### src/rtl/manch_repeat_dec.sv
module manch_repeat_dec #(
  parameter int WORD_BITS = 16
) (
  input  logic clk,
  input  logic rst_n,
  input  logic fast_mode,
  input  logic line_in,
  input  logic pos_in,
  input  logic neg_in,
  input  logic send_en_n,
  output logic rep_pos,
  output logic rep_neg,
  output logic clk2x_out,
  output logic nrz_out,
  output logic bit_clk,
  output logic bad_code,
  output logic cmd_sync,
  output logic word_rst_n
);
  localparam int BCW = $clog2(WORD_BITS + 1);
  typedef enum logic {HUNT, DEC} st_t;

  st_t            st;
  logic           s1, s_q, a, pend, epend, rbit;
  logic [13:0]    sh;
  logic [6:0]     rl, prv;
  logic [4:0]     ph;
  logic [BCW-1:0] bc;

  logic [5:0] nb;
  logic [4:0] q1, q3, hb, last;
  logic [6:0] kmin, kmax;
  logic       line_sel, tap, edge_nx, confirm;

  assign nb       = fast_mode ? 6'd32 : 6'd16;
  assign q1       = 5'(nb >> 2);
  assign hb       = 5'(nb >> 1);
  assign q3       = hb + q1;
  assign last     = 5'(nb - 6'd1);
  assign kmin     = 7'(nb) + 7'(nb >> 2);
  assign kmax     = 7'(nb) + 7'(nb) + 7'(nb >> 2);
  assign line_sel = (pos_in | neg_in) ? pos_in : line_in;
  assign edge_nx  = s1 != s_q;
  assign confirm  = (st == HUNT) && (rl == kmin + 7'd1) && (prv >= kmin) && (prv <= kmax);

  assign tap       = fast_mode ? sh[13] : sh[5];
  assign rep_pos   = ~send_en_n & tap;
  assign rep_neg   = ~send_en_n & ~tap;
  assign clk2x_out = ~send_en_n & (fast_mode ? ph[3] : ph[2]);

  always_ff @(posedge clk or negedge rst_n) begin
    if (!rst_n) begin
      s1 <= 1'b0; s_q <= 1'b0; sh <= '0; rl <= '0; prv <= '0; ph <= '0;
    end else begin
      s1  <= line_sel;
      s_q <= s1;
      sh  <= {sh[12:0], s_q};
      if (edge_nx) begin
        rl  <= 7'd1;
        prv <= rl;
      end else if (rl != 7'h7f) begin
        rl <= rl + 7'd1;
      end
      if (confirm)         ph <= q3 + 5'd1;
      else if (ph == last) ph <= '0;
      else                 ph <= ph + 5'd1;
    end
  end

  always_ff @(posedge clk or negedge rst_n) begin
    if (!rst_n) begin
      st <= HUNT; bc <= '0; a <= 1'b0; rbit <= 1'b1; pend <= 1'b0; epend <= 1'b0;
      nrz_out <= 1'b0; bit_clk <= 1'b0; bad_code <= 1'b0; cmd_sync <= 1'b0; word_rst_n <= 1'b0;
    end else begin
      if (confirm) begin
        st       <= DEC;
        bc       <= '0;
        cmd_sync <= ~s_q;
      end else if (st == DEC) begin
        if (ph == q1) a <= s_q;
        if (ph == q3) begin
          if (s_q == a) begin
            epend <= 1'b1;
            st    <= HUNT;
          end else begin
            nrz_out <= a;
            pend    <= 1'b1;
            if (bc == '0) rbit <= a;
            if (bc == BCW'(1)) word_rst_n <= ~rbit;
            if (bc == BCW'(WORD_BITS - 1)) st <= HUNT;
            bc <= bc + 1'b1;
          end
        end
      end
      if (ph == last) begin
        bit_clk  <= pend;
        bad_code <= epend;
        pend     <= 1'b0;
        epend    <= 1'b0;
      end else if (ph == hb - 5'd1) begin
        bit_clk <= 1'b0;
      end
    end
  end

  assert_reset_low_R10: assert property (@(posedge clk)
    !rst_n |-> (!nrz_out && !bit_clk && !bad_code && !word_rst_n));

  assert_bitclk_phase_R7: assert property (@(posedge clk) disable iff (!rst_n)
    $rose(bit_clk) |-> ph == 5'd0);

  assert_nrz_stable_R8: assert property (@(posedge clk) disable iff (!rst_n)
    (bit_clk && $past(bit_clk)) |-> $stable(nrz_out));

  assert_bad_quiet_R9: assert property (@(posedge clk) disable iff (!rst_n)
    bad_code |-> !bit_clk);

  assert_sync_only_R12: assert property (@(posedge clk) disable iff (!rst_n)
    !$stable(cmd_sync) |-> $past(confirm));

  assert_rst_release_R11: assert property (@(posedge clk) disable iff (!rst_n)
    $rose(word_rst_n) |-> $past(st) == DEC);
endmodule

### config.mk
export PLATFORM = sky130hd
export DESIGN_NAME = manch_repeat_dec
export DESIGN_NICKNAME = d
export VERILOG_FILES = /design/src/rtl/manch_repeat_dec.sv
export SDC_FILE = /design/constraint.sdc
export NUM_CORES = 1
export LEC_CHECK = 0
export CORE_ASPECT_RATIO = 0.7
export CORE_MARGIN = 5
export CORE_UTILIZATION = 50
export CTS_BUF_LIST = sky130_fd_sc_hd__clkbuf_16
export DETAILED_ROUTE_END_ITERATION = 12
export DONT_BUFFER_PORTS = 1
export GPL_TIMING_DRIVEN = 0
export SYNTH_ARGS = -nofsm -noshare
export SYNTH_HDL_FRONTEND = slang
export SYNTH_SLANG_ARGS = --single-unit
### constraint.sdc
create_clock -name clk -period 3.74 [get_ports clk]
set_clock_uncertainty 0.1 [all_clocks]
set_input_delay 0.374 -clock clk [delete_from_list [all_inputs] [get_ports clk]]
set_output_delay 0.374 -clock clk [all_outputs]
set_load 0.02 [all_outputs]
Word-level counts from Yosys, hierarchy flattened
Index checks and enable logic that the tools add are counted.
Cells by class
  mux-type cells: 29
  bitwise logic cells: 11
  reduce and logical (&&, ||, !) cells: 18
  equal/unequal tests: 13
  $add $sub $neg: 11
  $lt $le $gt $ge: 2
Operator list (count)
  $mux 5: 6
  $mux 1: 20
  $add 5x1->5 const B: 3
  $eq 5x5->1: 3
  $add 7x1->7 const B: 2
  $mux 7: 2
  $reduce_bool 2->1: 7
  $reduce_and 4->1: 3
  $reduce_and 5->1: 2
  $sub 5x1->5 const B: 2
  $add 6x4->7: 1
  $add 6x6->7: 1
  $add 7x4->7: 1
  $eq 7x7->1: 1
  $ge 7x7->1: 1
  $le 7x7->1: 1
  $ne 7x7->1 const B: 1
  $not 1->1: 7
  $mux 6: 1
  $reduce_and 3->1: 2
  $add 5x4->5: 1
  $eq 5x1->1 const B: 1
  $eq 5x4->1: 1
  $eq 5x4->1 const B: 1
  other kinds (8): 13
Storage, ports and cells
  register bits after elaboration: 50
  input port bits: 7
  word-level logic and storage cells: 101
  output and inout bits: 8

Logic depth before layout (Yosys ltp)
  depth after elaboration: 9
  gate-level depth with buffers: 9
  depth with buffers taken out: 7

Worst setup path before layout
Ideal clock, no wire load.
  kind: input-to-reg
  start point: input fast_mode
  end point: register bc[4]
  data arrival time: 2.113 ns
  setup slack: 1.432 ns
  stages on the path: 9
  setup time: 0.095 ns
  path buffers: 2
  path through: buf_2 > inv_1 > ha_1 > nor4bb_1 > a21oi_1 > a32oi_1 > nor3_2 > buf_4 > o31ai_1
On the way
  cells in the longest elaborated chain, start to end: 9
Ends and longest elaborated chain
  from (decl): line 6  | input logic fast_mode,
  $mux 6 *: line 35  | assign nb = fast_mode ? 6'd32 : 6'd16;
  parallel branches: the longest is 8 deep, another holds $add 6x6->7
  to (signal assigned): line 91  | bc <= bc + 1'b1;
  to (decl): line 28  | logic [BCW-1:0] bc;
Mark *: on every way between the ends.
A chain may end at the register's enable or synchronous reset.

Final worst setup path
  start point: input fast_mode
  end point: register bc[1]
Same word-level chain as after synthesis.

==> results.yml <==
worst_setup_path:
  critPathLaunchType: "input pin"
  critPathBufInv: 3
  path_max_fanout: 10
  arrival_ns: 2.61
  cp_top_family: "compound AO/OA/AOI/OAI gates"
  worstPathCellList: "buf_2 -> inv_1 -> ha_1 -> nor4bb_1 -> a21oi_1 -> a32oi_1 -> nor3_2 -> buf_4 -> o31ai_1"
  crit_required_ns: 3.83
  slowest_delay_ns: 0.42
  critPathCaptureType: "flip-flop"
  worst_path_max_delay_cell: "nor4bb_1"
  crit_type: "input pin to flip-flop"
clock_network:
  cts_setup_buffers: 0
  htreeDepth: 2
  post_cts_resized: 0
  clkLatencyLatePin_ns: 0.29
  cts_sinks: 50
  clk_pin_slew_worst_paths_ns: 0.07
  ctsHoldBuffers: 2
  cts_tree: "yes"
  numCtsBuffers: 5
  cts_root_buffer: "clkbuf_16"
  clockBufferDepth: 2
logic_synthesis:
  ys_async_sr_fraction_pct: 100
  ys_seq_area_share_pct: 53.6
  synthTopCellsByArea: "dfrtp_1 (53%), ha_1 (8.0%), mux2_2 (3.9%)"
  synth-seq-cells: 50
  synth-edff-count: 0
  syn_inst: 200
  synth.largest_area_cell: "dfrtp_1"
  syn-cell-area_mm2: 0.00233
  syn_nets: 222
  netlist.area_leader.share_pct: 52.5
  yosys_warnings: 0
  synth_cell_types: 54
  synthesis.area_per_instance_um2: 11.7
  synth_top_flop_cell: "dfrtp_1"
placed_design:
  gp_congestion: 0.761
  place_ws_ns: 0.995
  placement.io_buffers: 0
  post-place-cells: 255
  placed_cell_area_mm2: 0.00240
  hpwl_um: 3190
routing:
  top_layer: "met4"
  routed-wl-met3_um: 192
  detail-route-antenna-nets: 0
  drc_errors: 0
  vias: 1517
  drt-initial-drc-count: 36
  firstDrtPassIters: 4
  routed_wl_um: 4540
  wl_met2_um: 2180
  vias_per_cell: 5.72
  routedWlPerCell_um: 17.1
  met1_length_um: 2040
cells_and_area:
  area_delta_synth_final_pct: 12.0
  fillers: 356
  stdcell_count: 265
  final_nets: 231
  n_antenna_cell: 0
  final_area_mm2: 0.00261
  drive_gt1_share_pct: 15.2
floorplanning:
  io-pin-count: 15
  die_width_um: 91.7
  num_rows: 20
  start_util_pct: 52.7
  die_h_um: 67.2
  dieArea_mm2: 0.00616
  coreArea_mm2: 0.00443
grt:
  grt_pass1_wl_um: 8020
  grt_pass1_vias: 1673
  track_usage_pct: 17.0
  antenna_found_initial: 0
  grt-ovfl-total: 0
  grt_max_degree: 51
status:
  status: "finished, final reports clean"
timing:
  hold_viol_final: 0
  relSlewSlack_pct: 60.6
  drv_slew: 0
  rsz0062_at_grt: "no"
  layout_setup_ws_ns: 1.22
  period_share_pct: 67.3
  finalSetupTns_ns: 0
  min_period_ns: 2.52
  tightest_slew_ns: 0.589
  setup_viol: 0
  clock.fmax_mhz: 397
pwr:
  power_mw: 1.50
  peakVddDrop_v: 0.000338
  power-per-cell-area_mw_per_mm2: 574
  power.leakage_nw: 1.23
run:
  maxCapViolCount: 0
hold_path:
  hold_class: "input pin to flip-flop"
==> layout by cell type (no fill, tap or decap), types with 2 or more instances in the layout <==
cell type / instances
and3_1: 3
o31ai_1: 2
ha_1: 15
o21bai_1: 2
a21o_1: 2
o21ai_1: 2
nand4_1: 2
inv_6: 2
a21oi_1: 5
xnor2_1: 2
clkbuf_16: 5
nand2_1: 14
inv_1: 12
nor2_1: 17
dfrtp_1: 49
buf_4: 2
nor2b_1: 3
nand3_1: 8
o21ai_0: 3
mux2_2: 8
a211oi_1: 2
nor3_1: 2
and2_1: 2
xor2_1: 8
mux2i_1: 4
==> flip-flops by register name (all words and copies together) (netlist names), 5 cells and up <==
register  flops
prv           7
bc            5
sh           14
ph            5
rl            7
==> report_power, final <==
group / total, mW / internal [mW] / switching [mW]
Combinational: 0.302 / 0.137 / 0.165
Sequential: 0.674 / 0.608 / 0.0661
Clock: 0.523 / 0.320 / 0.203
Total: 1.50 / 1.07 / 0.434
==> synth_stat cells (2+ instances only) <==
cell type and instances:
nor2b_1 3, nand4_1 2, nand2_1 14, o21ai_0 3, dfrtp_1 49, nor3_1 2, inv_1 12, o21bai_1 2
mux2i_1 4, xor2_1 8, ha_1 15, mux2_2 8, xnor2_1 2, o31ai_1 2, nor2_1 17, nand3_1 8
and3_1 3, a21o_1 2, a211oi_1 2, a21oi_1 5, and2_1 2, buf_4 2, o21ai_1 2
==> final timing paths <==
check	start	end	slack (ns)	depth (start not counted)
max	fast_mode	bc[1]	1.22	9
min	pos_in	s1	0.08	1
max reg2reg	prv[5]	bc[1]	1.35	7
min reg2reg	sh[2]	sh[3]	0.25	0
max in group asynchronous	rst_n	rbit	2.79	2
min in group asynchronous	rst_n	nrz_out	0.49	2
==> per-layer routing <==
layer  vias up  GRT usage (%)
li1        716              -
met1       753           20.5
met2        38           29.1
met3        10           3.79
met4         0           8.83
met5         -              0
==> stage by stage <==
stage	util, %	hold slack [ns]
floorplan	-	-0.0216
global placement	54.3	-0.0205
detailed placement	54.3	-0.0208
CTS	59.0	0.0749
global route	59.0	0.0757
finish	59.0	0.0817
==> cell type report <==
| class | instances | area (µm²) | area share [%] |
|---|---|---|---|
| sequential | 50 | 1250 | 47.9 |
| multi-input combinational | 133 | 1000 | 38.3 |
| clock buffer | 5 | 125 | 4.79 |
| tap | 55 | 68.8 | 2.63 |
| clock inverter | 3 | 47.5 | 1.82 |
| inverter | 12 | 45.0 | 1.72 |
| timing repair buffer | 2 | 37.5 | 1.44 |
| buffer | 5 | 35.0 | 1.34 |
==> cells by family after synthesis <==
family	share of synthesized area, %
mux	6.22
flops	53.6
fa+ha+maj	8.04
simple gates	14.1
compound gates	10.1
buf+inv	3.43
xor+xnor	4.45
==> worst reg2reg max path, delay by kind of cell (launching register included) <==
family | cells | cell delay [ns]
AO/OA/AOI/OAI | 3 | 0.72
flip-flops | 1 | 0.40
adder cells (fa/ha/maj) | 1 | 0.34
buffers and inverters | 1 | 0.20
AND/OR/NAND/NOR | 2 | 0.53
No activity file was read; power rests on OpenSTA's default activity.
